===== config.mk =====
export PLATFORM = sky130hd
export DESIGN_NAME = frame_serializer
export DESIGN_NICKNAME = d
export VERILOG_FILES = /design/src/rtl/frame_ser_pkg.sv /design/src/rtl/fs_strobe.sv /design/src/rtl/fs_slot_ctr.sv /design/src/rtl/fs_shifter.sv /design/src/rtl/frame_serializer.sv
export SDC_FILE = /design/constraint.sdc
export NUM_CORES = 1
export LEC_CHECK = 0
export ABC_CLOCK_PERIOD_IN_PS = 4340
export BUFFER_PORTS_ARGS = -buffer_cell sky130_fd_sc_hd__buf_4
export CAP_MARGIN = 0
export CELL_PAD_IN_SITES_DETAIL_PLACEMENT = 1
export CELL_PAD_IN_SITES_GLOBAL_PLACEMENT = 1
export CORE_MARGIN = 2
export CORE_UTILIZATION = 40
export CTS_CLUSTER_SIZE = 8
export DETAILED_ROUTE_END_ITERATION = 10
export GPL_TIMING_DRIVEN = 1
export PLACE_DENSITY = 0.73
export SLEW_MARGIN = 30
export SYNTH_ARGS = -nofsm -noshare
export SYNTH_HDL_FRONTEND = slang
export SYNTH_SLANG_ARGS = --single-unit

===== constraint.sdc =====
create_clock -name clk_i -period 4.34 [get_ports clk_i]
set_clock_uncertainty 0.15 [all_clocks]
set_input_delay 0 -clock clk_i [delete_from_list [all_inputs] [get_ports clk_i]]
set_output_delay 0 -clock clk_i [all_outputs]
set_load 0.01 [all_outputs]

===== src/rtl/frame_ser_pkg.sv =====
package frame_ser_pkg;
  localparam int unsigned DEF_WORD_W  = 30;
  localparam int unsigned DEF_BIT_DIV = 256;

  function automatic int unsigned cnt_w(input int unsigned n);
    return (n > 1) ? $clog2(n) : 1;
  endfunction
endpackage


===== src/rtl/fs_strobe.sv =====
module fs_strobe #(
  parameter int unsigned DIV = 256
) (
  input  logic clk_i,
  input  logic rst_ni,
  output logic tick_o
);
  localparam int unsigned CW = frame_ser_pkg::cnt_w(DIV);

  logic [CW-1:0] cnt_q;

  assign tick_o = (cnt_q == CW'(DIV - 1));

  always_ff @(posedge clk_i or negedge rst_ni) begin
    if (!rst_ni)     cnt_q <= '0;
    else if (tick_o) cnt_q <= '0;
    else             cnt_q <= cnt_q + 1'b1;
  end
endmodule


===== src/rtl/fs_slot_ctr.sv =====
module fs_slot_ctr #(
  parameter int unsigned SLOTS = 30
) (
  input  logic             clk_i,
  input  logic             rst_ni,
  input  logic             step_i,
  input  logic             realign_i,
  input  logic             active_i,
  output logic [SLOTS-1:0] sel_o
);
  localparam int unsigned PW = frame_ser_pkg::cnt_w(SLOTS);

  logic [PW-1:0] pos_q;

  // frame boundary realigns the position regardless of the step
  always_ff @(posedge clk_i or negedge rst_ni) begin
    if (!rst_ni)                       pos_q <= '0;
    else if (realign_i)                pos_q <= '0;
    else if (step_i) begin
      if (pos_q == PW'(SLOTS - 1))     pos_q <= '0;
      else                             pos_q <= pos_q + 1'b1;
    end
  end

  for (genvar g = 0; g < SLOTS; g++) begin : g_dec
    assign sel_o[g] = active_i && (pos_q == PW'(g));
  end
endmodule


===== src/rtl/fs_shifter.sv =====
module fs_shifter #(
  parameter int unsigned W = 30
) (
  input  logic         clk_i,
  input  logic         rst_ni,
  input  logic         load_i,
  input  logic [W-1:0] data_i,
  input  logic         shift_i,
  output logic         msb_o
);
  logic [W-1:0] sr_q;

  always_ff @(posedge clk_i or negedge rst_ni) begin
    if (!rst_ni)      sr_q <= '0;
    else if (load_i)  sr_q <= data_i;
    else if (shift_i) sr_q <= {sr_q[W-2:0], 1'b0};
  end

  assign msb_o = sr_q[W-1];
endmodule


===== src/rtl/frame_serializer.sv =====
module frame_serializer
  import frame_ser_pkg::*;
#(
  parameter int unsigned WORD_W  = DEF_WORD_W,
  parameter int unsigned BIT_DIV = DEF_BIT_DIV
) (
  input  logic              clk_i,
  input  logic              rst_ni,
  input  logic [WORD_W-1:0] word_i,
  input  logic              load_req_i,
  output logic              serial_o,
  output logic [WORD_W-1:0] slot_sel_o,
  output logic              frame_start_o,
  output logic              busy_o
);
  localparam int unsigned FRAME_DIV = BIT_DIV * WORD_W;

  logic              bit_tick, frame_tick;
  logic [WORD_W-1:0] hold_q;
  logic              pend_q, busy_q, msb;

  fs_strobe #(.DIV(BIT_DIV)) u_bit_stb (
    .clk_i (clk_i), .rst_ni(rst_ni), .tick_o(bit_tick)
  );

  fs_strobe #(.DIV(FRAME_DIV)) u_frm_stb (
    .clk_i (clk_i), .rst_ni(rst_ni), .tick_o(frame_tick)
  );

  // request at a boundary stays pending for the next frame
  always_ff @(posedge clk_i or negedge rst_ni) begin
    if (!rst_ni) begin
      hold_q <= '0;
      pend_q <= 1'b0;
    end else if (load_req_i) begin
      hold_q <= word_i;
      pend_q <= 1'b1;
    end else if (frame_tick) begin
      pend_q <= 1'b0;
    end
  end

  always_ff @(posedge clk_i or negedge rst_ni) begin
    if (!rst_ni)         busy_q <= 1'b0;
    else if (frame_tick) busy_q <= pend_q;
  end

  fs_shifter #(.W(WORD_W)) u_shift (
    .clk_i  (clk_i),
    .rst_ni (rst_ni),
    .load_i (frame_tick & pend_q),
    .data_i (hold_q),
    .shift_i(bit_tick & ~frame_tick & busy_q),
    .msb_o  (msb)
  );

  fs_slot_ctr #(.SLOTS(WORD_W)) u_slot (
    .clk_i    (clk_i),
    .rst_ni   (rst_ni),
    .step_i   (bit_tick),
    .realign_i(frame_tick),
    .active_i (busy_q),
    .sel_o    (slot_sel_o)
  );

  assign serial_o      = busy_q & msb;
  assign frame_start_o = slot_sel_o[0];
  assign busy_o        = busy_q;
endmodule


# Yosys cells after proc, flatten, opt, wreduce, memory -nomap -nowiden
# Index checks and enable logic that the tools add are counted.
# word_totals
reg_bits	88
latch_bits	0
mem_bits_rw	0
rom_bits	0
input_bits	33
out_inout_bits	33
wordCells	89
n_memories	0
# op_classes
n_addsub	3
n_mul	0
div	0
magnitude_cmp	0
n_eq_ne	31
shift	0
n_mux	9
bitwise_logic	5
reduce_logical	34
# op_table
op	count
5-bit equality test, second input constant	14
30-bit two-way mux	2
5-bit by 4-bit equality test with 1-bit output, second input constant	8
1-bit logical AND	30
5-bit by 3-bit equality test with 1-bit output, second input constant	4
5-bit two-way mux	3
13-bit by 1-bit adder with 13-bit output, second input constant	1
13-bit equality test, second input constant	1
13-bit two-way mux	1
5-bit by 2-bit equality test with 1-bit output, second input constant	2
8-bit by 1-bit adder with 8-bit output, second input constant	1
8-bit equality test, second input constant	1
8-bit two-way mux	1
2-bit nonzero test	3
5-bit by 1-bit adder with 5-bit output, second input constant	1
5-bit by 1-bit equality test with 1-bit output, second input constant	1
5-bit logical NOT	1
1-bit AND	4
1-bit two-way mux	2
1-bit NOT	1

# Longest topological paths before layout
# logic_depth
ltp_word	6
ltp_mapped	7
mapped_depth_nobuf	6

# Hierarchy
# From an unflattened synthesis, not the netlist that was laid out.
# hier_totals
cells_unflattened	373
area_unflattened_um2	4150.2
# by_module_without_submodules
mod	instances	cells_per_inst	area_per_inst_um2	seq_area_each_um2
fs_shifter	1	130	1418.9	750.7
frame_serializer	1	72	1217.4	800.8
fs_strobe at u_frm_stb	1	54	600.6	325.3
fs_slot_ctr	1	88	570.5	125.1
fs_strobe at u_bit_stb	1	29	342.8	200.2

# Worst setup path before layout
# OpenSTA, ideal clock, no wires.
# synth_path
path_type	reg-to-reg
start	register u_frm_stb.cnt_q[0]
end	register u_shift.sr_q[21]
setup_time_ps	141
arrival_ps	1719
required_ps	4049
path_slack_ps	2329
path_stages_with_launch	8
path_buffers	2
synth_period_minus_slack_ps	2011
path_cell_list	dfrtp_1 > ha_1 > nand4_4 > or4_1 > buf_6 > buf_6 > nor3_2 > a31oi_1
# synth_via
elab_chain_len	5
word_cells_on_any_way	7
classes_between	eq/ne (1); mux (1); bitwise (4); reduce/logical (1)
# synth_lines
element	line	text
from (decl)	fs_strobe.sv:10	logic [CW-1:0] cnt_q;
from (signal assigned)	fs_strobe.sv:17	else cnt_q <= cnt_q + 1'b1;
13-bit equality test (*)	fs_strobe.sv:12	assign tick_o = (cnt_q == CW'(DIV - 1));
1-bit NOT	frame_serializer.sv:53	.shift_i(bit_tick & ~frame_tick & busy_q),
1-bit AND (2 in a row)	frame_serializer.sv:53	
2-bit nonzero test (no line)	n/a	
to (signal assigned)	fs_shifter.sv:15	else if (load_i) sr_q <= data_i;
to (signal assigned)	fs_shifter.sv:16	else if (shift_i) sr_q <= {sr_q[W-2:0], 1'b0};
to (decl)	fs_shifter.sv:11	logic [W-1:0] sr_q;
# Every way passes the cells marked *; elsewhere a longest branch is shown, timed or not.
# A chain may end at the register's enable or synchronous reset.

# Worst setup path after layout
# layout_path
start	register u_frm_stb.cnt_q[0]
end	register u_shift.sr_q[3]
# The elaborated chain is that of the path after synthesis.

==> metrics.yaml <==
routing:
  num_vias: 3547
  routed_wl_um: 10300
  detail-route-antenna-nets: 0
  drc: 0
  drt_first_pass_iters: 5
  vias_per_cell: 5.25
  dr.first_iter.drc_count: 129
  wire_per_inst_um: 15.3
cts:
  clk_pin_slew_ps: 110
  cts_sinks: 88
  cts-root-buf: "clkbuf_8"
  cts_buffer_depth: 2
  cts_tree: "yes"
  htreeDepth: 3
  clock_latency_ps: 370
  cts_setup_buffers: 0
  cts_buffers: 9
  cts_resized: 0
floorplanning:
  rows: 38
  coreArea_um2: 10900
  pin_count: 66
  start_util_pct: 41.3
  die_area_um2: 12100
  chipWidth_um: 110
  die_h_um: 110
critical_path:
  path_class: "flip-flop to flip-flop"
  slowest_delay_ps: 1140
  slowest_stage: "or4_2"
  worstSetupEndpointType: "flip-flop"
  path_max_fanout: 33
  cp.arrival_ps: 2760
  cp.required_ps: 4390
  start_kind: "flip-flop"
  crit_chain: "ha_1, nand4_4, or4_2, nor3_1, a31oi_1"
power_and_ir_drop:
  switching_share_pct: 24.1
  comb_power_share_pct: 6.6
  leakage_uw: 0.00241
  p_sw_uw: 376
  power.total_uw: 1560
  internal_power_uw: 1190
  seqPwrFrac_pct: 55.4
  ir_drop_uv: 167
  clockPowerShare_pct: 38.0
  powerDensity_nw_per_um2: 279
grt:
  use_met1_pct: 23.0
  busiest_layer: "met2"
  grt_pass1_vias: 3752
  globalRouteMet2Util_pct: 33.1
  grtUsageMet3_pct: 3.41
  antenna_found_initial: 0
  grt_pass1_wl_um: 17700
  track_usage_pct: 18.5
  grt-ovfl-total: 0
  grt_max_degree: 68
layout:
  areaGrowthSynthToFinish_pct: 24.5
  final_common_cell: "dfrtp_1"
  drive_gt1_share_pct: 28.0
  n_antenna_cell: 0
  final_cell_mix: "dfrtp_1 (88), buf_4 (70), inv_1 (37)"
  nets: 570
timing:
  slew_violations: 0
  post-route-min-period_ps: 2700
  finalSetupTns_ps: 0
  rsz0062_at_grt: "false"
  max_freq_ghz: 0.370
  worst_pin_slew_ps: 939
  setup_viol: 0
  finalHoldViolCount: 0
  fin_crit_sh_pct: 62.3
  slew_headroom_pct: 37.4
synthesis:
  yosysSeqAreaShare_pct: 49.0
  ys.flop_type: "dfrtp_1"
  syn-instance-count: 446
  async_flop_share_pct: 100
  yosysTopAreaCell: "dfrtp_1"
  syn_area_per_cell_um2: 10.1
  synth.area.top_cells: "dfrtp_1 (49%), mux2_2 (7.3%), nor3_2 (5.8%)"
  yosysTopAreaCellShare_pct: 49.0
  synthesis.nets: 486
  syn_area_um2: 4490
  synth_edf_count: 0
  yosys_warnings: 0
  ys_types: 40
  synth-seq-cells: 88
min_path:
  hold_path.class: "input pin to flip-flop"
run:
  max_cap_violations: 0
placed_design:
  routabilityCongestion: 0.722
  port_buffers: 65
  hpwl_um: 6550
outcome:
  status: "complete, no violations"
==> worst paths after layout <==
| check | from | to | slack [ps] | depth (start not counted) |
|---|---|---|---|---|
| min in group asynchronous | rst_ni | hold_q[7] | 550 | 4 |
| max in group asynchronous | rst_ni | u_shift.sr_q[10] | 2830 | 4 |
| worst min-delay path | word_i[23] | hold_q[23] | 250 | 3 |
| worst max register to register | u_frm_stb.cnt_q[0] | u_shift.sr_q[3] | 1640 | 5 |
| worst max-delay path | u_frm_stb.cnt_q[0] | u_shift.sr_q[3] | 1640 | 5 |
| worst min register to register | u_frm_stb.cnt_q[0] | u_frm_stb.cnt_q[0] | 340 | 1 |
==> power groups by stage <==
stage	clock network [uW]	logic [uW]	registers [uW]
6_report	593	104	865
5_1_grt	651	115	869
4_1_cts	612	105	866
3_5_place_dp	0	77.5	882
3_3_place_gp	0	74.4	881
2_1_floorplan	0	34.0	878
==> final cells by class <==
class,count,area (um2)
fillers,1205,5290
clock buffers,9,124
multi-input cells,288,1980
flip-flops and latches,88,2200
well taps,140,175
repair buffers,106,896
clock inverters,7,77.6
inverters,37,139
==> synthesized netlist by cell type, types with 2 or more instances <==
library cell	number
nand2b_1	3
nor3_2	26
clkbuf_1	19
inv_1	37
buf_6	4
nor4_1	3
dfrtp_1	88
nand3b_1	2
nor2b_1	2
clkbuf_2	4
o21ai_0	36
mux2i_1	2
mux2_2	29
o31ai_1	2
xnor2_1	6
nand2_1	21
buf_1	3
and4_1	2
xor2_1	6
ha_1	7
and2_1	3
a31oi_1	29
or3_1	33
nand4_4	2
nand3_1	13
and3_1	3
a21oi_1	7
nor2_1	35
nor3_1	8
==> critical path: cells and delay by family (launching register included) <==
family                     cells  cell delay, ps
AOI/OAI and AO/OA              1              80
adders and majority gates      1             260
DFF                            1             400
and+or+nand+nor                3            1660
==> cells by family (layout without fill, tap and decap cells) <==
group           after synthesis  count (layout)  share of synthesized area, %
fa+ha+maj                     7               7                          1.95
compound gates               77              77                          10.1
xor+xnor                     12              12                          2.34
simple gates                161             161                          21.9
flops                        88              88                          49.0
mux                          31              31                          7.71
buf+inv                      70             159                          6.99
==> layer usage <==
| layer | vias up | share of wire (%) |
|---|---|---|
| li1 | 1705 | - |
| met1 | 1765 | 44 |
| met2 | 68 | 51 |
| met3 | 9 | 4.0 |
| met4 | 0 | 1.1 |
| met5 | - | 0 |
==> stage by stage <==
step	hold WS [ps]	cells	instance area (um2)	setup WS, ps	utilization (%)
after global placement	-170	622	5010	1660	46.0
after detailed placement	-162	622	5010	1520	46.1
after CTS	236	674	5590	1520	51.3
final	252	675	5590	1640	51.4
after global routing	247	675	5590	1480	51.4
after floorplan	-446	446	4490	2330	-
==> sequential cells by signal (all words and copies together), names as in the netlist <==
signal	count
u_shift.sr_q	30
pend_q	1
busy_o	1
hold_q	30
u_bit_stb.cnt_q	8
u_frm_stb.cnt_q	13
u_slot.pos_q	5
==> timing repair <==
item | CTS | global route
hold endpoints to repair | 65 | 0
hold buffers | 36 | 0
setup endpoints to repair | 0 | 0
(Power assumes the default switching activity.)
